==> config.mk <==
export PLATFORM = sky130hd
export DESIGN_NAME = brk_trig_unit
export DESIGN_NICKNAME = d
export VERILOG_FILES = /design/src/rtl/brk_trig_pkg.sv /design/src/rtl/brk_trig_regs.sv /design/src/rtl/brk_trig_fsm.sv /design/src/rtl/brk_trig_unit.sv
export SDC_FILE = /design/constraint.sdc
export NUM_CORES = 1
export LEC_CHECK = 0
export BUFFER_PORTS_ARGS = -buffer_cell sky130_fd_sc_hd__buf_2
export CAP_MARGIN = 10
export CORE_UTILIZATION = 30
export DETAILED_ROUTE_END_ITERATION = 6
export PLACE_DENSITY_LB_ADDON = 0.12
export SLEW_MARGIN = 15
export SYNTH_ARGS = -nofsm -noshare
export SYNTH_HDL_FRONTEND = slang
export SYNTH_SLANG_ARGS = --single-unit
==> constraint.sdc <==
create_clock -name clk -period 1.1 [get_ports clk]
set_input_delay 0.165 -clock clk [delete_from_list [all_inputs] [get_ports clk]]
set_output_delay 0.165 -clock clk [all_outputs]
set_load 0.005 [all_outputs]
==> src/rtl/brk_trig_pkg.sv <==
package brk_trig_pkg;
    localparam int CH_N   = 2;
    localparam int SEL_W  = 2;
    localparam int DATA_W = 32;
    // word layout: mask bits rise from channel 0, flag bits fall from channel 0
    localparam int POS_MASK0 = 18;
    localparam int POS_SEL   = 16;
    localparam int POS_FLAG0 = 15;

    typedef enum logic {ST_IDLE, ST_PULSE} pulse_st_t;
endpackage

==> src/rtl/brk_trig_regs.sv <==
module brk_trig_regs
    import brk_trig_pkg::*;
(
    input  logic              clk,
    input  logic              rst_n,
    input  logic [CH_N-1:0]   bus_match,
    input  logic              wr_en,
    input  logic [DATA_W-1:0] wr_data,
    output logic [DATA_W-1:0] rd_data,
    output logic [CH_N-1:0]   ch_mask,
    output logic [SEL_W-1:0]  width_sel
);
    logic [CH_N-1:0] flag_q;

    always_ff @(posedge clk or negedge rst_n) begin
        if (!rst_n) begin
            ch_mask   <= '0;
            width_sel <= '0;
        end else if (wr_en) begin
            width_sel <= wr_data[POS_SEL +: SEL_W];
            for (int c = 0; c < CH_N; c++) ch_mask[c] <= wr_data[POS_MASK0 + c];
        end
    end

    for (genvar g = 0; g < CH_N; g++) begin : g_flag
        localparam int FPOS = POS_FLAG0 - g;
        logic keep;
        always_comb keep = flag_q[g] & ~(wr_en & ~wr_data[FPOS]);
        always_ff @(posedge clk or negedge rst_n) begin
            if (!rst_n) flag_q[g] <= 1'b0;
            else        flag_q[g] <= bus_match[g] | keep;
        end


        flag_set_chk: assert property (@(posedge clk) disable iff (!rst_n)
            bus_match[g] |=> flag_q[g]);

        flag_rise_chk: assert property (@(posedge clk) disable iff (!rst_n)
            $rose(flag_q[g]) |-> $past(bus_match[g]));

        flag_keep_chk: assert property (@(posedge clk) disable iff (!rst_n)
            (flag_q[g] && !(wr_en && !wr_data[FPOS])) |=> flag_q[g]);
    end

    always_comb begin
        rd_data = '0;
        rd_data[POS_SEL +: SEL_W] = width_sel;
        for (int c = 0; c < CH_N; c++) begin
            rd_data[POS_MASK0 + c] = ch_mask[c];
            rd_data[POS_FLAG0 - c] = flag_q[c];
        end
    end
endmodule

==> src/rtl/brk_trig_fsm.sv <==
module brk_trig_fsm
    import brk_trig_pkg::*;
(
    input  logic             clk,
    input  logic             rst_n,
    input  logic [CH_N-1:0]  brk_ev,
    input  logic [CH_N-1:0]  ch_mask,
    input  logic [SEL_W-1:0] width_sel,
    output logic             trig_out
);
    localparam int MAX_LEN = 1 << ((1 << SEL_W) - 1);
    localparam int CNT_W   = $clog2(MAX_LEN);

    pulse_st_t        state, nxt_state;
    logic [CNT_W-1:0] cnt, nxt_cnt;
    logic [CNT_W:0]   len;
    logic [CNT_W:0]   len_m1;
    logic             fire;

    always_comb begin
        fire   = |(brk_ev & ~ch_mask);
        len    = (CNT_W+1)'(1) << width_sel;
        len_m1 = len - (CNT_W+1)'(1);
    end

    always_ff @(posedge clk or negedge rst_n) begin
        if (!rst_n) begin
            state <= ST_IDLE;
            cnt   <= '0;
        end else begin
            state <= nxt_state;
            cnt   <= nxt_cnt;
        end
    end

    always_comb begin
        nxt_state = state;
        nxt_cnt   = cnt;
        unique case (state)
            ST_IDLE: begin
                if (fire) begin                 // START
                    nxt_state = ST_PULSE;
                    nxt_cnt   = len_m1[CNT_W-1:0];
                end
            end
            ST_PULSE: begin
                if (fire) begin                 // RESTART
                    nxt_cnt = len_m1[CNT_W-1:0];
                end else if (cnt == '0) begin   // DONE
                    nxt_state = ST_IDLE;
                end else begin                  // HOLD
                    nxt_cnt = cnt - CNT_W'(1);
                end
            end
            default: nxt_state = ST_IDLE;
        endcase
    end

    always_comb trig_out = (state == ST_PULSE);


    pulse_start_chk: assert property (@(posedge clk) disable iff (!rst_n)
        fire |=> trig_out);

    pulse_cause_chk: assert property (@(posedge clk) disable iff (!rst_n)
        $rose(trig_out) |-> $past(fire));

    idle_quiet_chk: assert property (@(posedge clk) disable iff (!rst_n)
        (!trig_out && !fire) |=> !trig_out);
endmodule

==> src/rtl/brk_trig_unit.sv <==
module brk_trig_unit
    import brk_trig_pkg::*;
(
    input  logic              clk,
    input  logic              rst_n,
    input  logic [CH_N-1:0]   brk_ev,
    input  logic [CH_N-1:0]   bus_match,
    input  logic              wr_en,
    input  logic [DATA_W-1:0] wr_data,
    output logic [DATA_W-1:0] rd_data,
    output logic              trig_out
);
    logic [CH_N-1:0]  ch_mask;
    logic [SEL_W-1:0] width_sel;

    brk_trig_regs u_regs (
        .clk       (clk),
        .rst_n     (rst_n),
        .bus_match (bus_match),
        .wr_en     (wr_en),
        .wr_data   (wr_data),
        .rd_data   (rd_data),
        .ch_mask   (ch_mask),
        .width_sel (width_sel)
    );

    brk_trig_fsm u_fsm (
        .clk       (clk),
        .rst_n     (rst_n),
        .brk_ev    (brk_ev),
        .ch_mask   (ch_mask),
        .width_sel (width_sel),
        .trig_out  (trig_out)
    );


    rd_unused_chk: assert property (@(posedge clk) disable iff (!rst_n)
        (rd_data[31:20] == '0) && (rd_data[13:0] == '0));
endmodule

# Word level (Yosys, flattened, before mapping)
# Cells that the tools add are included.
# totals
in_bits,39
out_inout_bits,33
register_bits,10
# op_classes
n_bitwise,13
shifts,1
addsub,2
reduce_logical,3
muxes,8
eq_ne,2
# op_table
op,n
3-bit two-way mux,3
3-bit one-hot mux with 2 select lines,1
"3-bit by 1-bit subtractor with 3-bit output, second input constant",2
1-bit NOT,5
1-bit bitwise AND,4
3-bit logical NOT,1
1-bit two-way mux,3
"3-bit != test, second input constant",1
"1-bit by 2-bit << shifter with 3-bit output, first input constant",1
2-bit bitwise AND,1
"2-bit by 1-bit != test with 1-bit output, second input constant",1
2-bit NOT,1
1-bit OR,2
1-bit one-hot mux with 2 select lines,1
2-bit AND reduction,1
2-bit OR reduction,1

# Logic depth before layout (Yosys ltp)
# Gate-level depths: netlist of the first run.
# logic_depth
depth_word,5
depth_mapped,6
mapped_depth_nobuf,6

# By module
# A second synthesis of the first run with hierarchy kept.
# unflattened
cells_unflattened,73
hier_area_um2,735.7
# modules_own_cells
module,cells_each,seq_area_each_um2,area_per_inst_um2,n_inst
brk_trig_regs,45,150.1,451.7,1
brk_trig_fsm,28,100.1,284.0,1

# Least setup slack after synthesis of the first run
# Ideal clock, no wire load.
# synth_timing
path_type,reg2reg
startpoint,reg u_fsm.cnt[0]
endpoint,reg u_fsm.cnt[0]
arrival_time_ns,1.081
n_path_buf,0
setup_time_ns,0.094
period_less_slack_ns,1.174
path_slack_ns,-0.074
path_stages_with_launch,7
cell_sequence,dfrtp_1 -> inv_1 -> ha_1 -> inv_1 -> o21ai_0 -> nor3_1 -> a221oi_2
# synth_between
elab_chain_len,4
elab_cells_between_ends,7
# synth_lines
element,line,text
from (decl),brk_trig_fsm.sv:15,"logic [CNT_W-1:0] cnt, nxt_cnt;"
from (signal assigned),brk_trig_fsm.sv:32,cnt <= nxt_cnt;
3-bit by 1-bit subtractor with 3-bit output,brk_trig_fsm.sv:52,nxt_cnt = cnt - CNT_W'(1);
3-bit two-way mux,brk_trig_fsm.sv:49,end else if (cnt == '0) begin
3-bit two-way mux,brk_trig_fsm.sv:47,if (fire) begin
3-bit one-hot mux with 2 select lines,brk_trig_fsm.sv:39,unique case (state)
# Several ways; a longest one is shown, not always the timed one. The select of a mux whose other input is x is not followed.
# A chain may end at the register's enable or synchronous reset.

# Worst setup path after layout of the first run
# layout_timing
startpoint,reg u_fsm.cnt[1]
endpoint,reg u_fsm.cnt[0]
# layout_between
elab_chain_len,3
# layout_lines
element,line
3-bit logical NOT,brk_trig_fsm.sv:49
3-bit != test (no source line),--
2-bit AND reduction (no source line),--
# Every way passes these cells.

==> run metrics, run 1 <==
Sw Share=0.353; outcome=complete, but fails checks; Seq pwr share=0.381; worst skew pair latency=0.25 ns; Yosys top cell by area=dfrtp_1; DP Worst Slack=-0.0980 ns; CP Class=register to register; top cells by area, synth=dfrtp_1 36%, buf_4 28%, mux2_2 6.5%, ha_1 3.6%, o21ai_0 2.9%; required time worst endpoint=1.26 ns; number of synthesized register bits=10; Iter 0 DRT Violations=9; clock power share=0.161; final core occ=0.391; CP max stage delay=0.35 ns; Area Overhead vs Synth=16.9%; initial antenna violation count=0; hold path depth=2; Initial Util=0.334; final hold vios=0; Post-synth EDFFs=0; leakage power=0.409 nW; number of max-cap violations=0; Synthesis Warnings=0; Worst-path clk slew=0.06 ns; share of layout cells above drive strength 1=0.427; Ant. Diodes=0; Slew Viols, Final=0; post-route setup slack=-0.0545 ns; post-synth top area share=0.363; Psw=0.000518 W; grt peak-use layer=met2; Tmin final=1.15 ns; crit-path max FO=3; Final HPWL DP=830 um; Core Area=2060 um^2; syn avg cell area=9.99 um^2; CTS tree=done; grt ovf=0; Via density=3.94; final period utilization=1.05; Final Wtd Congestion=0.746; # DRC=0; GR Layer Usage met2=0.135; CP Data Arrival Time=1.32 ns; number of fill cells=220; Gate power share=0.458; crit-path cells=inv_2 -> ha_4 -> inv_4 -> o21a_1 -> o32ai_2 -> a221oi_2; router iterations before antenna repair=3; most used flip-flop cell after synthesis=dfrtp_1; Post-Syn Area=689 um^2; Nets=139; vias=485; Post-synth top cells=26 x buf_4, 10 x dfrtp_1, 4 x mux2_2, 4 x o21ai_0; root buffer cell=clkbuf_4; # clock sinks=10; die outline height=49.9 um; Hold/Removal Path Class=input port to register; die width=49.9 um; Gate Count Post-Synth=69; Setup Skew=0.00358 ns; PD cells=1820 nW/um^2; total CTS buffers=3; VDD IR max=0.851 mV; GRT Util Overall=0.0849; number of port buffers=19; ys async rst share=1.00; H-Tree Level Count=1; largest net degree at the start of global routing=11; met1 Track Usage GR=0.107; # IOs=72; Rows=16; most frequent cell after synthesis=buf_4; Hold Slack=0.0863 ns; RSZ-0062 raised after global routing=true; vias in the first global route=382; Seq/Total Area, Yosys=0.363; Worst Setup End Kind=register; Netlist cell types=20; DRT antenna net count=0; Avg WL per Cell=8.03 um; Placed Instances=117; GR Layer Usage met3=0.0278; Die ar.=2490 um^2; Max clock buf depth=2; Power, Total=0.00146 W; global-route wire length before repair=1.61 mm; critical path's slowest cell=dfrtp_1; Worst setup SP type=register; Non-Filler Instances=123; f_max=866 MHz; failing checks=negative setup slack; Int Pwr=0.000947 W; worst reg2reg path depth=6; DRT Wirelength=988 um; # setup viols final=2
[metrics by stage]
step / setup TNS [ns] / cell area [um^2]
after detailed placement: -0.210 / 752
final: -0.106 / 806
after CTS: -0.153 / 792
after global placement: -0.222 / 752
after floorplan: -0.0123 / 796
after global routing: -0.425 / 806
[power groups by stage]
stage	Sequential (W)	Clock, W	Combinational, W
floorplan	0.000544	0	0.000447
global placement	0.000557	0	0.000577
detailed placement	0.000554	0	0.000577
CTS	0.000550	0.000251	0.000628
global route	0.000576	0.000264	0.000773
finish	0.000558	0.000236	0.000671
[worst paths after layout]
check                                                     to                          from  slack (ns)
min in group asynchronous       u_regs.rd_data[14]$_DFF_PN0_                         rst_n        0.30
worst max-delay path                u_fsm.cnt[0]$_DFFE_PN0P_      u_fsm.cnt[1]$_DFFE_PN0P_       -0.05
worst max register to register      u_fsm.cnt[0]$_DFFE_PN0P_      u_fsm.cnt[1]$_DFFE_PN0P_       -0.05
max in group asynchronous           u_fsm.cnt[1]$_DFFE_PN0P_                         rst_n        0.61
worst min-delay path            u_regs.rd_data[14]$_DFF_PN0_                  bus_match[1]        0.09
worst min register to register  u_regs.rd_data[15]$_DFF_PN0_  u_regs.rd_data[15]$_DFF_PN0_        0.47
[timing repair]
| action | CTS | global route |
|---|---|---|
| gates resized for setup | 4 | 2 |
| pin swaps | 3 | 2 |
| endpoints found under the setup margin | 4 | 4 |
| setup buffers | 1 | 1 |
| hold buffers | 1 | 0 |
| hold endpoints to repair | 10 | 0 |
[metal layers]
layer / wire [um] / part of all wire
met1: 442 / 0.45
met2: 486 / 0.49
met3: 59 / 0.060
met4: 0 / 0
met5: 0 / 0
[layout make-up]
type / instances / area (um^2) / area share
Clock buffer: 3 / 22.5 / 0.0280
Timing Repair Buffer: 25 / 143 / 0.177
Multi-Input combinational cell: 53 / 335 / 0.416
Tap cell: 27 / 33.8 / 0.0419
Inverter: 5 / 21.3 / 0.0264
Sequential cell: 10 / 250 / 0.311
[logic make-up (layout without fill, tap and decap cells)]
| family | Yosys count | after routing | synth area share |
|---|---|---|---|
| multiplexers | 4 | 4 | 0.0653 |
| other | 1 | 26 | 0.00544 |
| AO/OA/AOI/OAI | 12 | 12 | 0.154 |
| AND/OR/NAND/NOR | 9 | 9 | 0.0653 |
| adder cells (fa/ha/maj) | 2 | 2 | 0.0363 |
| buffers and inverters | 31 | 33 | 0.310 |
| flip-flops | 10 | 10 | 0.363 |
[worst max-delay path, delay by kind of cell, from the launching register on]
kind	cells	cell delay, ns
AOI/OAI and AO/OA	3	0.45
adders and majority gates	1	0.16
buffers and inverters	2	0.11
DFF	1	0.35
[flip-flops by register name, summed over array words and instances (netlist names)]
signal	flops
u_fsm.cnt	3
u_fsm.trig_out	1
u_regs.ch_mask	2
u_regs.rd_data	2
u_regs.width_sel	2
[layout by cell type (no fill, tap or decap), types with 2 or more instances in the layout]
cell / count
clkbuf_4: 3
mux2_2: 4
buf_2: 19
nand2b_1: 3
nor3_1: 2
dfrtp_1: 10
buf_4: 5
conb_1: 26
inv_2: 4
a21o_1: 2
nand2_1: 2
o21ai_1: 3
Power figures use the tool's default switching activity.
==> inputs of run 2 (changes only) <==
--- a/config.mk
+++ b/config.mk
@@ -6,8 +6,8 @@
 export NUM_CORES = 1
 export LEC_CHECK = 0
-export BUFFER_PORTS_ARGS = -buffer_cell sky130_fd_sc_hd__buf_2
 export CAP_MARGIN = 10
 export CORE_UTILIZATION = 30
 export DETAILED_ROUTE_END_ITERATION = 6
+export DONT_BUFFER_PORTS = 1
 export PLACE_DENSITY_LB_ADDON = 0.12
 export SLEW_MARGIN = 15
==> constraint.sdc (replaced) <==
create_clock -name clk -period 1.5 [get_ports clk]
set_input_delay 0.225 -clock clk [delete_from_list [all_inputs] [get_ports clk]]
set_output_delay 0.225 -clock clk [all_outputs]
set_load 0.05 [all_outputs]
==> run 2 against run 1 <==
The run now ends clean; power is 22% lower; wire length is 0.51% higher; fmax is 12% lower; largest cell class unchanged; highest routed layer unchanged.
==> run metrics, run 2 (synthesis results as in run 1) <==
H-Tree Level Count=1 (unchanged); number of max-cap violations=0 (unchanged); crit-path max FO=4 (+1); worst skew pair latency=0.26 ns (about the same); Final Wtd Congestion=0.699 (-6.2%); WP depth=6 (unchanged); die width=49.9 um (unchanged); DRT antenna net count=0 (unchanged); crit path from=u_fsm.cnt[0]$_DFFE_PN0P_; crit-path cells=inv_1 -> ha_1 -> inv_1 -> o21a_1 -> o21ai_0 -> o21ai_0; Rows=16 (unchanged); CP bufs+invs=2 (unchanged); Top reg by flops=u_fsm.cnt; Setup Skew=0.00196 ns (-0.00162 ns); most common cell after layout, fill and taps aside=conb_1; total CTS buffers=3 (unchanged); FF-to-FF setup slack=0.19 ns (+0.24 ns); R2R Path Start=u_fsm.cnt[0]$_DFFE_PN0P_; outcome=completed; DRT Wirelength=993 um (+0.51%); global-route wire length before repair=1.66 mm (+3.0%); critical path's slowest cell=dfrtp_1; largest net degree at the start of global routing=11 (unchanged); Core Area=2060 um^2 (unchanged); Worst Setup End Kind=register; share of layout cells above drive strength 1=0.221 (-0.206); required time worst endpoint=1.63 ns (+0.37 ns); number of flip-flops in the largest register=3 (unchanged); Total Neg Setup Slack=0 ns (+0.106 ns); end of the worst register-to-register path=u_fsm.cnt[1]$_DFFE_PN0P_; Slew Viols, Final=0 (unchanged); worst hold path startpoint=bus_match[0]; Hold Slack=0.0568 ns (-0.0295 ns); Worst setup SP type=register; CP max stage delay=0.36 ns (about the same); CP delay by family, top=compound AO/OA/AOI/OAI gates; GRT Util Overall=0.0874 (+0.00246); Ant. Diodes=0 (unchanged); # DRC=0 (unchanged); CTS tree=done; Avg WL per Cell=9.55 um (+19%); worst reg2reg path depth=6 (unchanged); die outline height=49.9 um (unchanged); Hold/Removal Path Class=input port to register; # setup viols final=0 (-2); PD cells=1640 nW/um^2 (-9.7%); Die ar.=2490 um^2 (unchanged); router iterations before antenna repair=2 (-1); # IOs=72 (unchanged); placed cell area=659 um^2 (-12%); f_max=761 MHz (-12%); initial antenna violation count=0 (unchanged); Nets=120 (-14%); RSZ-0062 raised after global routing=false; Tmin final=1.31 ns (+0.160 ns); final hold vios=0 (unchanged); leakage power=0.337 nW (-18%); VDD IR max=0.617 mV (-27%); Iter 0 DRT Violations=2 (-7); Initial Util=0.334 (unchanged); vias in the first global route=388 (+1.6%); Worst Setup EP=u_fsm.cnt[1]$_DFFE_PN0P_; Max clock buf depth=2 (unchanged); grt ovf=0 (unchanged); Worst-path clk slew=0.06 ns (about the same); most frequent cells in the layout=26 x conb_1, 10 x dfrtp_1, 5 x buf_4, 4 x mux2_2; final period utilization=0.876 (-0.173); CP Data Arrival Time=1.45 ns (+0.13 ns); Area Overhead vs Synth=0.363%; number of port buffers=0 (-19); vias=408 (-16%); # clock sinks=10 (unchanged); design area=692 um^2 (-14%); CP Class=register to register; root buffer cell=clkbuf_4; Final HPWL DP=797 um (-4.0%); Via density=3.92 (-0.51%)
==> run 2: cell count changes in the layout (fill, tap and decap cells not counted) <==
cell | before | now
inv_2 | 4 | 2
o21ai_1 | 3 | 1
o21ai_2 | 1 | 0
inv_1 | 0 | 3
inv_4 | 1 | 0
ha_1 | 1 | 2
ha_4 | 1 | 0
o21ai_0 | 0 | 3
buf_2 | 19 | 0
==> run 2: per-stage QoR <==
step | std cells | worst slack, ns | total power [W] | util
6_report | 104 | 0.185 | 0.00114 | 0.336
5_1_grt | 104 | 0.0483 | 0.00124 | 0.336
4_1_cts | 104 | 0.164 | 0.00115 | 0.336
3_5_place_dp | 100 | 0.183 | 0.000955 | 0.320
3_3_place_gp | 100 | 0.180 | 0.000951 | 0.320
2_1_floorplan | 94 | 0.178 | 0.000913 | -
==> run 2: worst min-delay path by stage <==
| stage | end | slack, ns | cells past startpoint |
|---|---|---|---|
| after floorplan | u_fsm.cnt[0]$_DFFE_PN0P_ | -0.07 | 0 |
| after global placement | u_regs.rd_data[14]$_DFF_PN0_ | -0.07 | 0 |
| after detailed placement | u_regs.rd_data[15]$_DFF_PN0_ | -0.07 | 0 |
| after CTS | u_regs.rd_data[15]$_DFF_PN0_ | 0.05 | 1 |
| after global routing | u_regs.rd_data[15]$_DFF_PN0_ | 0.05 | 1 |
| final | u_regs.rd_data[15]$_DFF_PN0_ | 0.06 | 1 |
==> run 2: cell type report <==
type,count,area (um^2)
well taps,27,33.8
repair buffers,6,47.5
multi-input cells,53,319
clock buffers,3,22.5
inverters,5,18.8
flip-flops and latches,10,250
fillers,215,1370
==> run 2: repair_timing <==
| item | in CTS | in global routing |
|---|---|---|
| setup buffers | 0 | 0 |
| hold endpoints to repair | 10 | 0 |
| endpoints found under the setup margin | 0 | 1 |
| gates resized for setup | 0 | 1 |
| hold buffers | 1 | 0 |
==> run 2: layer usage <==
| layer | wire [um] | part of all wire | track usage |
|---|---|---|---|
| met1 | 427 | 0.43 | 0.110 |
| met2 | 488 | 0.49 | 0.142 |
| met3 | 77 | 0.078 | 0.0247 |
| met4 | 0 | 0 | 0.0286 |
| met5 | 0 | 0 | 0 |
==> run 2: worst register-to-register path, stage by stage (launching register included) <==
cell and delay (ns):
dfrtp_1 0.36, inv_1 0.13, ha_1 0.19, inv_1 0.07, o21a_1 0.18, o21ai_0 0.18, o21ai_0 0.09
==> run 2: where the power goes <==
group / switching (W) / internal, W / total, W
combinational: 0.000386 / 0.000161 / 0.000547
sequential: 0.0000740 / 0.000336 / 0.000410
clock: 0.0000859 / 0.0000924 / 0.000178
